`src/rtl/wrbus_pkg.sv`:
```
package wrbus_pkg;

    typedef enum logic [2:0] {
        ST_IDLE = 3'd0,
        ST_S0   = 3'd1,
        ST_S1   = 3'd2,
        ST_S2   = 3'd3,
        ST_S3   = 3'd4,
        ST_S4   = 3'd5,
        ST_S5   = 3'd6
    } wr_state_e;

    // a transfer owns the bus from S0 through S5
    function automatic logic st_active(wr_state_e s);
        return s != ST_IDLE;
    endfunction

    function automatic logic st_addr_strobe(wr_state_e s);
        return (s == ST_S1) || (s == ST_S2) || (s == ST_S3) || (s == ST_S4);
    endfunction

    function automatic logic st_data_drive(wr_state_e s);
        return (s == ST_S2) || (s == ST_S3) || (s == ST_S4);
    endfunction

    function automatic logic st_data_strobe(wr_state_e s);
        return (s == ST_S3) || (s == ST_S4);
    endfunction

endpackage

```
`src/rtl/wrbus_ack_sync.sv`:
```
module wrbus_ack_sync #(
    parameter int WIDTH  = 2,
    parameter int STAGES = 2
) (
    input  logic             clk,
    input  logic             rst_n,
    input  logic [WIDTH-1:0] ack_n_in,
    output logic             ack_any
);

    generate
        for (genvar g = 0; g < STAGES; g++) begin : g_stage
            logic [WIDTH-1:0] sync_d;
            logic [WIDTH-1:0] sync_q;
            if (g == 0) begin : g_first
                always_comb sync_d = ack_n_in;
            end else begin : g_next
                always_comb sync_d = g_stage[g-1].sync_q;
            end
            always_ff @(posedge clk or negedge rst_n) begin
                if (!rst_n) sync_q <= '1;
                else        sync_q <= sync_d;
            end
        end
    endgenerate

    // any low bit at the last stage counts as acknowledge
    assign ack_any = |(~g_stage[STAGES-1].sync_q);

endmodule

```
`src/rtl/wrbus_wait_timer.sv`:
```
module wrbus_wait_timer #(
    parameter int LIMIT = 4
) (
    input  logic clk,
    input  logic rst_n,
    input  logic in_wait,
    input  logic ack_any,
    output logic late
);

    localparam int CW = $clog2(LIMIT + 2);

    logic [CW-1:0] cnt_d, cnt_q;

    always_comb begin
        cnt_d = cnt_q;
        if (!in_wait) begin
            cnt_d = '0;
        end else if (!ack_any && (cnt_q < CW'(LIMIT))) begin
            cnt_d = cnt_q + 1'b1;
        end
    end

    always_ff @(posedge clk or negedge rst_n) begin
        if (!rst_n) cnt_q <= '0;
        else        cnt_q <= cnt_d;
    end

    assign late = (cnt_q >= CW'(LIMIT));

endmodule

```
`src/rtl/wrbus_seq.sv`:
```
module wrbus_seq
    import wrbus_pkg::*;
#(
    parameter int ADDR_W = 24,
    parameter int FC_W   = 3,
    parameter int SIZ_W  = 2,
    parameter int DATA_W = 16
) (
    input  logic              clk,
    input  logic              rst_n,
    input  logic              req_valid,
    input  logic [ADDR_W-1:0] req_addr,
    input  logic [FC_W-1:0]   req_fc,
    input  logic [SIZ_W-1:0]  req_siz,
    input  logic [DATA_W-1:0] req_data,
    input  logic              ack_any,
    input  logic              late,
    output logic              req_ready,
    output wr_state_e         state,
    output logic [ADDR_W-1:0] addr,
    output logic [FC_W-1:0]   fc,
    output logic [SIZ_W-1:0]  siz,
    output logic [DATA_W-1:0] data,
    output logic              done
);

    typedef struct packed {
        wr_state_e         st;
        logic [ADDR_W-1:0] addr;
        logic [FC_W-1:0]   fc;
        logic [SIZ_W-1:0]  siz;
        logic [DATA_W-1:0] data;
        logic              done;
    } seq_regs_t;

    seq_regs_t r_d, r_q;

    assign req_ready = (r_q.st == ST_IDLE) && !ack_any;

    always_comb begin
        r_d      = r_q;
        r_d.done = 1'b0;
        unique case (r_q.st)
            ST_IDLE: begin
                if (req_valid && req_ready) begin
                    r_d.st   = ST_S0;
                    r_d.addr = req_addr;
                    r_d.fc   = req_fc;
                    r_d.siz  = req_siz;
                    r_d.data = req_data;
                end
            end
            ST_S0: r_d.st = ST_S1;
            ST_S1: r_d.st = ST_S2;
            ST_S2: r_d.st = ST_S3;
            ST_S3: begin
                if (ack_any) r_d.st = late ? ST_S4 : ST_S5;
            end
            ST_S4: r_d.st = ST_S5;
            ST_S5: begin
                r_d.st   = ST_IDLE;
                r_d.done = 1'b1;
            end
            default: r_d.st = ST_IDLE;
        endcase
    end

    always_ff @(posedge clk or negedge rst_n) begin
        if (!rst_n) r_q <= '0;
        else        r_q <= r_d;
    end

    assign state = r_q.st;
    assign addr  = r_q.addr;
    assign fc    = r_q.fc;
    assign siz   = r_q.siz;
    assign data  = r_q.data;
    assign done  = r_q.done;

endmodule

```
`src/rtl/wrbus_drive.sv`:
```
module wrbus_drive
    import wrbus_pkg::*;
#(
    parameter int ADDR_W = 24,
    parameter int FC_W   = 3,
    parameter int SIZ_W  = 2,
    parameter int DATA_W = 16
) (
    input  wr_state_e         state,
    input  logic [ADDR_W-1:0] addr,
    input  logic [FC_W-1:0]   fc,
    input  logic [SIZ_W-1:0]  siz,
    input  logic [DATA_W-1:0] data,
    output logic [ADDR_W-1:0] bus_addr,
    output logic [FC_W-1:0]   bus_fc,
    output logic [SIZ_W-1:0]  bus_siz,
    output logic [DATA_W-1:0] bus_data,
    output logic              bus_data_oe,
    output logic              bus_rnw,
    output logic              as_n,
    output logic              ds_n
);

    always_comb begin
        bus_addr    = addr;
        bus_fc      = fc;
        bus_siz     = siz;
        bus_rnw     = !st_active(state);
        as_n        = !st_addr_strobe(state);
        ds_n        = !st_data_strobe(state);
        bus_data_oe = st_data_drive(state);
        bus_data    = bus_data_oe ? data : '0;
    end

endmodule

```
`src/rtl/wrbus_master.sv`:
```
module wrbus_master
    import wrbus_pkg::*;
#(
    parameter int ADDR_W      = 24,
    parameter int FC_W        = 3,
    parameter int SIZ_W       = 2,
    parameter int DATA_W      = 16,
    parameter int ACK_W       = 2,
    parameter int SYNC_STAGES = 2,
    parameter int LATE_WAITS  = 4,
    parameter bit USE_S4      = 1'b1
) (
    input  logic              clk,
    input  logic              rst_n,
    input  logic              req_valid,
    output logic              req_ready,
    input  logic [ADDR_W-1:0] req_addr,
    input  logic [FC_W-1:0]   req_fc,
    input  logic [SIZ_W-1:0]  req_siz,
    input  logic [DATA_W-1:0] req_data,
    output logic              done,
    output logic [ADDR_W-1:0] bus_addr,
    output logic [FC_W-1:0]   bus_fc,
    output logic [SIZ_W-1:0]  bus_siz,
    output logic [DATA_W-1:0] bus_data,
    output logic              bus_data_oe,
    output logic              bus_rnw,
    output logic              as_n,
    output logic              ds_n,
    input  logic [ACK_W-1:0]  ack_n
);

    logic              ack_any;
    logic              late;
    wr_state_e         state;
    logic [ADDR_W-1:0] addr;
    logic [FC_W-1:0]   fc;
    logic [SIZ_W-1:0]  siz;
    logic [DATA_W-1:0] data;

    wrbus_ack_sync #(.WIDTH(ACK_W), .STAGES(SYNC_STAGES)) u_sync (
        .clk      (clk),
        .rst_n    (rst_n),
        .ack_n_in (ack_n),
        .ack_any  (ack_any)
    );

    generate
        if (USE_S4) begin : g_timer
            wrbus_wait_timer #(.LIMIT(LATE_WAITS)) u_timer (
                .clk     (clk),
                .rst_n   (rst_n),
                .in_wait (state == ST_S3),
                .ack_any (ack_any),
                .late    (late)
            );
        end else begin : g_no_timer
            assign late = 1'b0;
        end
    endgenerate

    wrbus_seq #(.ADDR_W(ADDR_W), .FC_W(FC_W), .SIZ_W(SIZ_W), .DATA_W(DATA_W)) u_seq (
        .clk       (clk),
        .rst_n     (rst_n),
        .req_valid (req_valid),
        .req_addr  (req_addr),
        .req_fc    (req_fc),
        .req_siz   (req_siz),
        .req_data  (req_data),
        .ack_any   (ack_any),
        .late      (late),
        .req_ready (req_ready),
        .state     (state),
        .addr      (addr),
        .fc        (fc),
        .siz       (siz),
        .data      (data),
        .done      (done)
    );

    wrbus_drive #(.ADDR_W(ADDR_W), .FC_W(FC_W), .SIZ_W(SIZ_W), .DATA_W(DATA_W)) u_drive (
        .state       (state),
        .addr        (addr),
        .fc          (fc),
        .siz         (siz),
        .data        (data),
        .bus_addr    (bus_addr),
        .bus_fc      (bus_fc),
        .bus_siz     (bus_siz),
        .bus_data    (bus_data),
        .bus_data_oe (bus_data_oe),
        .bus_rnw     (bus_rnw),
        .as_n        (as_n),
        .ds_n        (ds_n)
    );

endmodule

```
`config.mk`:
```
export PLATFORM = sky130hd
export DESIGN_NAME = wrbus_master
export DESIGN_NICKNAME = d
export VERILOG_FILES = /design/src/rtl/wrbus_pkg.sv /design/src/rtl/wrbus_ack_sync.sv /design/src/rtl/wrbus_wait_timer.sv /design/src/rtl/wrbus_seq.sv /design/src/rtl/wrbus_drive.sv /design/src/rtl/wrbus_master.sv
export SDC_FILE = /design/constraint.sdc
export NUM_CORES = 1
export LEC_CHECK = 0
export ABC_AREA = 0
export BUFFER_PORTS_ARGS = -buffer_cell sky130_fd_sc_hd__buf_2
export CAP_MARGIN = 20
export CORE_ASPECT_RATIO = 0.8
export CORE_UTILIZATION = 50
export CTS_CLUSTER_SIZE = 8
export DETAILED_ROUTE_END_ITERATION = 7
export HOLD_SLACK_MARGIN = 0.1
export MAX_ROUTING_LAYER = met4
export PLACE_DENSITY = 0.84
export REMOVE_ABC_BUFFERS = 1
export SYNTH_ARGS = -nofsm -noshare
export SYNTH_HDL_FRONTEND = slang
export SYNTH_SLANG_ARGS = --single-unit
```
`constraint.sdc`:
```
create_clock -name clk -period 4 [get_ports clk]
set_clock_uncertainty 0.2 [all_clocks]
set_input_delay 0.8 -clock clk [delete_from_list [all_inputs] [get_ports clk]]
set_output_delay 0.8 -clock clk [all_outputs]
set_load 0.02 [all_outputs]
```
==> metrics.csv <==
stage,metric,value,unit
outcome,status,"finished, final reports clean",
drt,vias,1628,
critical_path,Crit Path Class,reg -> out,
synthesis,"area leader, netlist",dfrtp_1,
critical_path,CP startpoint kind,register,
place,post-DP HPWL,3.24,mm
timing,Worst Tran Pin Value,0.677,ns
timing,Max Clk Rate,0.372,GHz
synthesis,ys flop type,dfrtp_1,
synthesis,Synth top cells by count,"52 x dfrtp_1, 35 x mux2_2, 18 x nor2b_1, 10 x mux2_4",
place,RD Place Congestion,0.844,
run,Max Cap Viol,0,
pwr,Pwr Total,2.20,mW
global_routing,GRT Util Overall,19.7,%
timing,fin crit period,2.68,ns
pwr,combinational power share,43.9,%
cts,CTS tree,done,
global_routing,vias in the first global route,1577,
pwr,switching share of power,37.6,%
synthesis,Post-synth EDFFs,0,
timing,Final Hold Viols,0,
synthesis,mux contribution to synthesized area,23.9,%
critical_path,slowest CP cell,dfrtp_1,
place,placed cells,314,
place,IO Port Bufs,100,
min_path,Hold Crit Class,reg -> reg,
cts,"Reg clk slew, reported paths",0.09,ns
global_routing,initial antenna violation count,0,
timing,final setup violation count,0,
global_routing,first-pass GRT wire length,7.32,mm
floorplanning,num ports,101,
drt,number of DRC markers in iteration 0,77,
layout,Finished Layout Cells,321,
cts,worst-skew pair later-pin latency,0.29,ns
timing,fin crit share,67.1,%
cts,CTS Root Cell,clkbuf_8,
timing,Post-Route Setup TNS,0,ns
cts,Clock Path Buffers,2,
floorplanning,chip width,78.9,um
pwr,Clk network pwr share,12.9,%
drt,# DRC,0,
pwr,Peak VDD IR,0.428,mV
layout,ANT cells,0,
critical_path,max incr delay on CP,0.53,ns
critical_path,WP buf/inv,2,
synthesis,top-count cell post-synth,dfrtp_1,
cts,cts repair resizes,0,
critical_path,Required @ worst endpoint,3.00,ns
synthesis,Compound-Gate Fraction of Synth Area,2.49,%
synthesis,largest family of logic cells by synthesized area,multiplexers,
critical_path,CP max FO,17,
synthesis,Post-Synth XOR/XNOR Area,0.370,%
layout,Fillers,321,
synthesis,Mapped Area,2360,um^2
layout,Layout Nets,317,
critical_path,Crit path max-delay family,flip-flops,
drt,1st-pass router iterations,4,
critical_path,worst path cell trace,"nor2b_1, mux2i_1, buf_4, nor2b_1, buf_2",
pwr,Psw,828,uW
global_routing,largest net degree at the start of global routing,32,
pwr,P_int,1.38,mW
synthesis,top cell type's share of synthesized area,55.0,%
drt,Final ANT Viol Nets,0,
synthesis,"FFs w/ async S/R, synth",100,%
pwr,Pwr Density,740,nW/um^2
cts,clk sinks,56,
global_routing,GRT overflow,0,
layout,storage element area,1410,um^2
timing,RSZ-0062 raised after global routing,false,
synthesis,syn_area_per_cell,14.8,um^2
critical_path,Worst Setup End Kind,output port,
synthesis,Post-Syn Instances,160,
cts,Hold Buf Count CTS,0,
floorplanning,die area,5010,um^2
drt,Via-to-Cell Ratio,5.07,
timing,Slew headroom,54.9,%
timing,Slew Limit Fails,0,
cts,CTS buffer count,5,
cts,CTS H-tree depth,2,
critical_path,most frequent CP cell,nor2b_1,
floorplanning,Core ar.,4360,um^2
synthesis,Yosys reg bits,56,
synthesis,Yosys cell types,27,
pwr,Seq pwr share,43.2,%
timing,Worst Hold Slack,0.163,ns
drt,total wire length,4.39,mm
floorplanning,die height,63.5,um
pwr,LEAKAGE,1.51,nW
layout,Syn-to-layout area delta,26.0,%
floorplanning,initial core utilization,54.2,%
synthesis,synth warn,0,
synthesis,Synth Area in Adders,1.59,%
synthesis,post-synthesis simple-gate area fraction,8.84,%
floorplanning,Rows,21,
cts,number of post-CTS setup repair buffers,0,
layout,area of the multi-input gates,878,um^2
drt,Avg WL per Cell,13.7,um
critical_path,Worst Path Arrival,1.68,ns
synthesis,sequential area share after synthesis,59.5,%
layout,share of cells above drive strength 1,62.1,%
synthesis,synth top area cells,"dfrtp_1 55%, mux2_2 17%, mux2_4 6.3%",
flip-flops by register name, indices dropped and copies added, names as in the netlist:
register               flops
u_seq.addr                24
u_seq.data                16
u_sync.g_stage.sync_q      4
g_timer.u_timer.cnt_q      3
u_seq.fc                   3
u_seq.state                3
u_seq.siz                  2
u_seq.done                 1
metrics by stage:
step                setup WS [ns]  utilization (%)  instance area (um^2)
finish                       1.32             68.3                  2980
global route                 1.17             68.3                  2980
CTS                          1.31             68.3                  2980
detailed placement           1.65             66.5                  2900
global placement             1.71             66.5                  2900
floorplan                   0.731                -                  2300
path summary, 6_finish.rpt:
kind	start	end	slack, ns	cells after the start
worst max register to register	u_sync.g_stage[1].sync_q[0]$_DFF_PN1_	u_seq.addr[14]$_DFFE_PN0P_	2.02	4
worst max-delay path	u_seq.state[2]$_DFFE_PN0P_	bus_data[8]	1.32	5
min in group asynchronous	rst_n	u_seq.state[1]$_DFFE_PN0P_	0.33	1
max in group asynchronous	rst_n	u_seq.data[12]$_DFFE_PN0P_	2.48	2
worst min register to register	u_sync.g_stage[0].sync_q[1]$_DFF_PN1_	u_sync.g_stage[1].sync_q[1]$_DFF_PN1_	0.16	0
worst min-delay path	u_sync.g_stage[0].sync_q[1]$_DFF_PN1_	u_sync.g_stage[1].sync_q[1]$_DFF_PN1_	0.16	0
area by class of cell:
| type | instances | share of cell area [%] |
|---|---|---|
| inverters | 4 | 0.504 |
| repair buffers | 104 | 17.8 |
| well taps | 57 | 2.39 |
| clock buffers | 6 | 2.44 |
| multi-input cells | 93 | 29.5 |
| flip-flops and latches | 56 | 47.2 |
| clock inverters | 1 | 0.168 |
power groups by stage:
stage	registers (mW)	logic, mW	clock network [mW]
finish	0.952	0.967	0.285
global placement	0.953	0.958	0
CTS	0.953	0.978	0.294
floorplan	1.13	0.475	0
detailed placement	0.958	0.978	0
global route	0.988	1.04	0.317
worst register-to-register path: stages, from the launching register on:
cell	delay, ns
dfstp_2	0.61
nand3_2	0.12
nor4_4	0.17
buf_4	0.38
mux2_2	0.39
metal layers:
layer	vias up	wire length, um	track usage [%]	part of all wire (%)
li1	758	-	-	-
met1	774	2160	28.8	49
met2	90	1880	27.3	43
met3	6	312	4.35	7.1
met4	0	28	6.14	0.64
met5	-	0	-	0
kinds of logic after synthesis:
kind of cell,Yosys count
flip-flops,56
buffers and inverters,11
adder cells (fa/ha/maj),3
AND/OR/NAND/NOR,33
multiplexers,47
XOR/XNOR,1
AO/OA/AOI/OAI,9
layout by cell type, fill, tap and decap left out, drive strengths merged:
master  Yosys  final
and3        1      1
nand4       1      1
dfrtp      52     52
nor4        1      1
buf         6    104
a31oi       2      2
nand2       2      2
dfstp       4      4
nand3       1      1
clkinv      0      1
nor2b      18     18
mux2       45     45
nand3b      1      1
o22ai       1      1
inv         4      4
a41o        1      1
nor2        5      5
mux2i       2      2
o21ai       1      1
xor2        1      1
and2        1      1
a21oi       3      3
nor3        2      2
clkbuf      1      6
a32oi       1      1
ha          3      3
Note: power is estimated with default switching activity, not from simulation.
